[config.mk]
export PLATFORM = sky130hd
export DESIGN_NAME = mfx_ctrl
export DESIGN_NICKNAME = d
export VERILOG_FILES = /design/src/rtl/mfx_pkg.sv /design/src/rtl/mfx_rst_sync.sv /design/src/rtl/mfx_decode.sv /design/src/rtl/mfx_fields.sv /design/src/rtl/mfx_acread.sv /design/src/rtl/mfx_ctrl.sv
export SDC_FILE = /design/constraint.sdc
export NUM_CORES = 1
export LEC_CHECK = 0
export BUFFER_PORTS_ARGS = -buffer_cell sky130_fd_sc_hd__buf_2
export CORE_MARGIN = 1.5
export CORE_UTILIZATION = 42
export CTS_CLUSTER_DIAMETER = 100
export DETAILED_ROUTE_END_ITERATION = 6
export GPL_TIMING_DRIVEN = 0
export HOLD_SLACK_MARGIN = 0.15
export PLACE_DENSITY = 0.77
export SETUP_SLACK_MARGIN = 0.02
export SYNTH_ARGS = -nofsm -noshare
export SYNTH_HDL_FRONTEND = slang
export SYNTH_SLANG_ARGS = --single-unit
[constraint.sdc]
create_clock -name clk -period 2.3 [get_ports clk]
set_input_delay 0.345 -clock clk [delete_from_list [all_inputs] [get_ports clk]]
set_output_delay 0.345 -clock clk [all_outputs]
set_load 0.01 [all_outputs]
[src/rtl/mfx_pkg.sv]
package mfx_pkg;
  localparam int WORD_W  = 12;
  localparam int SAVE_W  = 2;
  localparam int GRP_W   = 3;
  // vector index of word bit k is WORD_W-1-k
  localparam int AC_B6   = WORD_W - 1 - 6;
  localparam int AC_B7   = WORD_W - 1 - 7;
  localparam int AC_B8   = WORD_W - 1 - 8;
  localparam int AC_B11  = WORD_W - 1 - 11;
  localparam logic [GRP_W-1:0] OPC_IOT  = 3'o6;
  localparam logic [GRP_W-1:0] DEV_FLD  = 3'o2;
  localparam logic [GRP_W-1:0] PUL_CDF  = 3'o1;
  localparam logic [GRP_W-1:0] PUL_CIF  = 3'o2;
  localparam logic [GRP_W-1:0] PUL_GRP4 = 3'o4;

  typedef enum logic [2:0] {
    OP_NONE,
    OP_SET_DF,
    OP_SET_IB,
    OP_RD_DF,
    OP_RD_IF,
    OP_RD_SAVE,
    OP_RESTORE
  } fld_op_e;
endpackage

[src/rtl/mfx_rst_sync.sv]
module mfx_rst_sync #(
  parameter int STAGES = 2
) (
  input  logic clk,
  input  logic rst_n,
  output logic srst_n
);
  logic [STAGES-1:0] sync_q;

  always_ff @(posedge clk or negedge rst_n) begin
    if (!rst_n) sync_q <= '0;
    else        sync_q <= {sync_q[STAGES-2:0], 1'b1};
  end

  assign srst_n = sync_q[STAGES-1];
endmodule

[src/rtl/mfx_decode.sv]
module mfx_decode
  import mfx_pkg::*;
(
  input  logic              instr_valid,
  input  logic [WORD_W-1:0] instr,
  output fld_op_e           op,
  output logic              fld_n
);
  logic [GRP_W-1:0] g_opc, g_dev, g_fld, g_pul;

  assign g_opc = instr[11:9];
  assign g_dev = instr[8:6];
  assign g_fld = instr[5:3];
  assign g_pul = instr[2:0];
  assign fld_n = g_fld[0];

  always_comb begin
    op = OP_NONE;
    if (instr_valid && g_opc == OPC_IOT && g_dev == DEV_FLD) begin
      if (g_pul == PUL_CDF && g_fld[2:1] == 2'b00) begin
        op = OP_SET_DF;
      end else if (g_pul == PUL_CIF && g_fld[2:1] == 2'b00) begin
        op = OP_SET_IB;
      end else if (g_pul == PUL_GRP4) begin
        case (g_fld)
          3'o1:    op = OP_RD_DF;
          3'o2:    op = OP_RD_IF;
          3'o3:    op = OP_RD_SAVE;
          3'o4:    op = OP_RESTORE;
          default: op = OP_NONE;
        endcase
      end
    end
  end
endmodule

[src/rtl/mfx_fields.sv]
module mfx_fields
  import mfx_pkg::*;
(
  input  logic              clk,
  input  logic              rst_n,
  input  logic              srst_n,
  input  fld_op_e           op,
  input  logic              fld_n,
  input  logic              jmp_exec,
  input  logic              int_entry,
  input  logic              panel_load,
  input  logic              sw_if,
  input  logic              sw_df,
  input  logic              cpu_int_ok,
  output logic              if_q,
  output logic              ib_q,
  output logic              df_q,
  output logic [SAVE_W-1:0] sf_q,
  output logic              int_ok
);
  logic              if_d, ib_d, df_d, inh_d, inh_q;
  logic [SAVE_W-1:0] sf_d;
  logic              upd_en;

  always_comb begin
    if_d  = if_q;
    ib_d  = ib_q;
    df_d  = df_q;
    sf_d  = sf_q;
    inh_d = inh_q;
    if (panel_load) begin
      if_d  = sw_if;
      ib_d  = sw_if;
      df_d  = sw_df;
      inh_d = 1'b0;
    end else if (int_entry) begin
      sf_d  = {df_q, if_q};
      if_d  = 1'b0;
      ib_d  = 1'b0;
      df_d  = 1'b0;
      inh_d = 1'b0;
    end else begin
      if (jmp_exec) begin
        if_d  = ib_q;
        inh_d = 1'b0;
      end
      case (op)
        OP_SET_DF:  df_d = fld_n;
        OP_SET_IB: begin
          ib_d  = fld_n;
          inh_d = 1'b1;
        end
        OP_RESTORE: begin
          ib_d = sf_q[0];
          df_d = sf_q[1];
        end
        default: ;
      endcase
    end
  end

  assign upd_en = panel_load | int_entry | jmp_exec | (op != OP_NONE);

  always_ff @(posedge clk or negedge rst_n) begin
    if (!rst_n) begin
      if_q <= 1'b0; ib_q <= 1'b0; df_q <= 1'b0; sf_q <= '0; inh_q <= 1'b0;
    end else if (!srst_n) begin
      if_q <= 1'b0; ib_q <= 1'b0; df_q <= 1'b0; sf_q <= '0; inh_q <= 1'b0;
    end else if (upd_en) begin
      if_q <= if_d; ib_q <= ib_d; df_q <= df_d; sf_q <= sf_d; inh_q <= inh_d;
    end
  end

  assign int_ok = cpu_int_ok & ~inh_q;
endmodule

[src/rtl/mfx_acread.sv]
module mfx_acread
  import mfx_pkg::*;
(
  input  fld_op_e           op,
  input  logic              if_q,
  input  logic              df_q,
  input  logic [SAVE_W-1:0] sf_q,
  output logic              ac_load,
  output logic [WORD_W-1:0] ac_or,
  output logic [WORD_W-1:0] ac_clr
);
  always_comb begin
    ac_load = 1'b0;
    ac_or   = '0;
    ac_clr  = '0;
    case (op)
      OP_RD_DF, OP_RD_IF: begin
        ac_load       = 1'b1;
        ac_or[AC_B8]  = (op == OP_RD_DF) ? df_q : if_q;
        ac_clr[AC_B6] = 1'b1;
        ac_clr[AC_B7] = 1'b1;
      end
      OP_RD_SAVE: begin
        ac_load       = 1'b1;
        ac_or[AC_B8]  = sf_q[0];
        ac_or[AC_B11] = sf_q[1];
      end
      default: ;
    endcase
  end
endmodule

[src/rtl/mfx_ctrl.sv]
module mfx_ctrl
  import mfx_pkg::*;
(
  input  logic              clk,
  input  logic              rst_n,
  input  logic              instr_valid,
  input  logic [WORD_W-1:0] instr,
  input  logic              jmp_exec,
  input  logic              int_entry,
  input  logic              panel_load,
  input  logic              sw_if,
  input  logic              sw_df,
  input  logic              cpu_int_ok,
  output logic              inst_field,
  output logic              inst_buf,
  output logic              data_field,
  output logic              int_ok,
  output logic              ac_load,
  output logic [WORD_W-1:0] ac_or,
  output logic [WORD_W-1:0] ac_clr
);
  logic              srst_n;
  fld_op_e           op;
  logic              fld_n;
  logic [SAVE_W-1:0] sf_q;

  mfx_rst_sync #(.STAGES(2)) u_rst (
    .clk(clk), .rst_n(rst_n), .srst_n(srst_n)
  );

  mfx_decode u_dec (
    .instr_valid(instr_valid), .instr(instr), .op(op), .fld_n(fld_n)
  );

  mfx_fields u_fld (
    .clk(clk), .rst_n(rst_n), .srst_n(srst_n), .op(op), .fld_n(fld_n),
    .jmp_exec(jmp_exec), .int_entry(int_entry), .panel_load(panel_load),
    .sw_if(sw_if), .sw_df(sw_df), .cpu_int_ok(cpu_int_ok),
    .if_q(inst_field), .ib_q(inst_buf), .df_q(data_field), .sf_q(sf_q),
    .int_ok(int_ok)
  );

  mfx_acread u_rd (
    .op(op), .if_q(inst_field), .df_q(data_field), .sf_q(sf_q),
    .ac_load(ac_load), .ac_or(ac_or), .ac_clr(ac_clr)
  );
endmodule

==> flow_summary.yaml <==
global_routing:
  overflow: 0
  grt_max_degree: 11
  globalRouteMet3Util_pct: 2.35
  grt_use_met1_pct: 19.4
  grt_first_pass_wirelength_um: 2550
  met2_usage_pct: 30.0
  busiest_layer: "met2"
  grt_pass1_vias: 635
  grt_usage_pct: 16.6
  antenna_found_initial: 0
critical_path:
  crit_family: "simple AND/OR/NAND/NOR gates"
  path_buf_inv: 3
  path_cells: "buf_2 > nand4bb_2 > or4_4 > nor2_1 > and2_1 > buf_4 > buf_2"
  max_stage_delay_ns: 0.57
  r2r_start: "u_fld.sf_q[0]"
  startpoint_type: "input pin"
  crit_top_cell: "buf_2"
  arrival_ns: 1.84
  critPathCaptureType: "primary output"
  r2r_slack_ns: 1.25
  timing.rr.end: "u_fld.ib_q"
  slowest_stage: "or4_4"
  worst-path-max-fanout: 6
  r2r_cells: 4
  cp.required_ns: 1.96
  crit_type: "input pin to primary output"
power:
  vdd_drop_max_uv: 284
  leakage_uw: 0.000530
  power.density_mw_per_mm2: 347
clocking:
  clock-root-buffer: "clkbuf_4"
  clk_pin_slew_ns: 0.05
  cts_made_buffers: 3
  post-cts-setup-buffers: 0
  cts.path.max_buffers: 2
  cts_sinks: 8
  clock_latency_ns: 0.25
  htree_num_levels: 1
  cts_tree: "done"
worst_hold_path:
  worstHoldStart: "u_rst.sync_q[0]"
  min_path_cells: 0
  hold_end: "u_rst.sync_q[1]"
  hp-class: "register to register"
synthesis:
  synth_top_cell_by_area: "dfrtp_1"
  synth_area_leaders: "dfrtp_1, buf_4, mux2i_1"
  syn_area_um2: 800
  synth_flop_cell: "dfrtp_1"
  syn_area_per_cell_um2: 8.69
  synth-seq-area-share_pct: 25.0
  synth_edf_count: 0
  synth_top_area_share_pct: 25.0
  synth_seq_cells: 8
  syn-instance-count: 92
  yosysMostFrequentCell: "buf_4"
  ys.warnings.count: 0
  yosysUniqueCellTypes: 33
  async_flop_share_pct: 100
  synth_common_cells: "buf_4, dfrtp_1, nand2_1, nor2_1"
timing:
  skew_ns: 0.00631
  hold_viol: 0
  fmax_mhz: 457
  tns_ns: 0
  grt_setup_unrepaired: "no"
  fin_ws_ns: 0.110
  slew_headroom_pct: 54.5
  layout_min_cycle_time_ns: 2.19
  period_share_pct: 95.2
  maxSlewViolCount: 0
  finalSetupViolCount: 0
  worst_pin_slew_ns: 0.666
floorplanning:
  pin_count: 50
  chipHeight_um: 46.6
  start_util_pct: 45.3
  dieArea_mm2: 0.00217
  core_mm2: 0.00176
  core.rowCount: 15
  die_w_um: 46.6
detailed_routing:
  vias: 758
  drtIter0Drc: 14
  detail_route.drc_violations: 0
  vias_per_cell: 4.54
  wl_per_cell_um: 10.2
  drt-pass1-iter-count: 4
  final_antenna_net_count: 0
  wl_um: 1700
cells_and_area:
  antennaDiodeCount: 0
  fin_nets: 165
  final_cell_area_mm2: 0.00107
  drive_gt1_share_pct: 41.5
  areaGrowthSynthToFinish_pct: 34.4
placed_design:
  dp_hpwl_um: 1360
  place_ws_ns: 0.0987
  portBuffers: 27
  place_area_mm2: 0.00104
  gp_congestion: 0.776
outcome:
  status: "finished clean"
run:
  maxCapViolCount: 0
state kept, by name, summed over array words and instances (netlist names):
name          flops
u_rst.sync_q      2
u_fld.sf_q        2
u_fld.if_q        1
u_fld.ib_q        1
u_fld.inh_q       1
u_fld.df_q        1
repair_timing:
| item | in CTS | in global routing |
|---|---|---|
| endpoints found under the hold margin | 8 | 0 |
| gates resized for setup | 0 | 3 |
| hold buffers | 1 | 0 |
| endpoints found under the setup margin | 0 | 2 |
kinds of logic (layout without fill, tap and decap cells):
group	Yosys count	in the layout	share of synthesized area (%)
flip-flops	8	8	25.0
buffers and inverters	25	56	21.6
AND/OR/NAND/NOR	37	37	31.6
other	2	21	0.939
multiplexers	4	4	5.01
AO/OA/AOI/OAI	16	16	15.8
metal layers:
layer | part of all wire [%] | vias up | wire, um
met5 | 0 | - | 0
met4 | 0.24 | 0 | 4
met3 | 7.7 | 2 | 131
met2 | 46 | 36 | 787
met1 | 46 | 329 | 775
li1 | - | 391 | -
where the power goes:
| group | total (uW) | internal, uW | switching (uW) |
|---|---|---|---|
| logic | 115 | 57.4 | 57.5 |
| clock network | 105 | 59.6 | 45.6 |
| registers | 153 | 147 | 5.98 |
per-stage QoR:
stage	utilization, %	instances	power, uW	hold slack [ns]
after floorplan	-	111	230	0.0494
after global placement	58.8	163	264	0.192
after detailed placement	58.8	163	266	0.194
after CTS	60.6	167	375	0.350
after global routing	60.9	167	398	0.352
final	60.9	167	373	0.347
placed cells by master, fill, tap and decap left out, types with 3 or more instances in the layout:
cell / synthesis / final
nand4bb_1: 3 / 3
buf_4: 21 / 21
o21ai_0: 3 / 3
nor2_1: 5 / 5
mux2i_1: 4 / 4
dfrtp_1: 8 / 8
conb_1: 2 / 21
nor2b_1: 4 / 4
a21oi_1: 4 / 4
clkbuf_4: 0 / 3
buf_2: 0 / 27
nand2_1: 6 / 6
worst max-delay path by stage:
stage                         from   endpoint  slack [ns]  cells past startpoint
final                     instr[8]  ac_clr[5]        0.11                      7
after global routing      instr[8]  ac_clr[5]        0.04                      7
after CTS                 instr[8]  ac_clr[5]        0.09                      7
after floorplan           instr[8]  ac_clr[5]        0.18                      5
after detailed placement  instr[8]  ac_clr[5]         0.1                      7
after global placement    instr[8]  ac_clr[5]        0.12                      7
layout make-up:
cell class / instances / area, um^2
fill: 195 / 689
multi-input combinational: 78 / 502
sequential: 8 / 200
buffer: 23 / 166
timing repair buffer: 28 / 145
tap: 25 / 31.3
clock buffer: 3 / 22.5
inverter: 2 / 7.51
No activity file was read; power rests on OpenSTA's default activity.
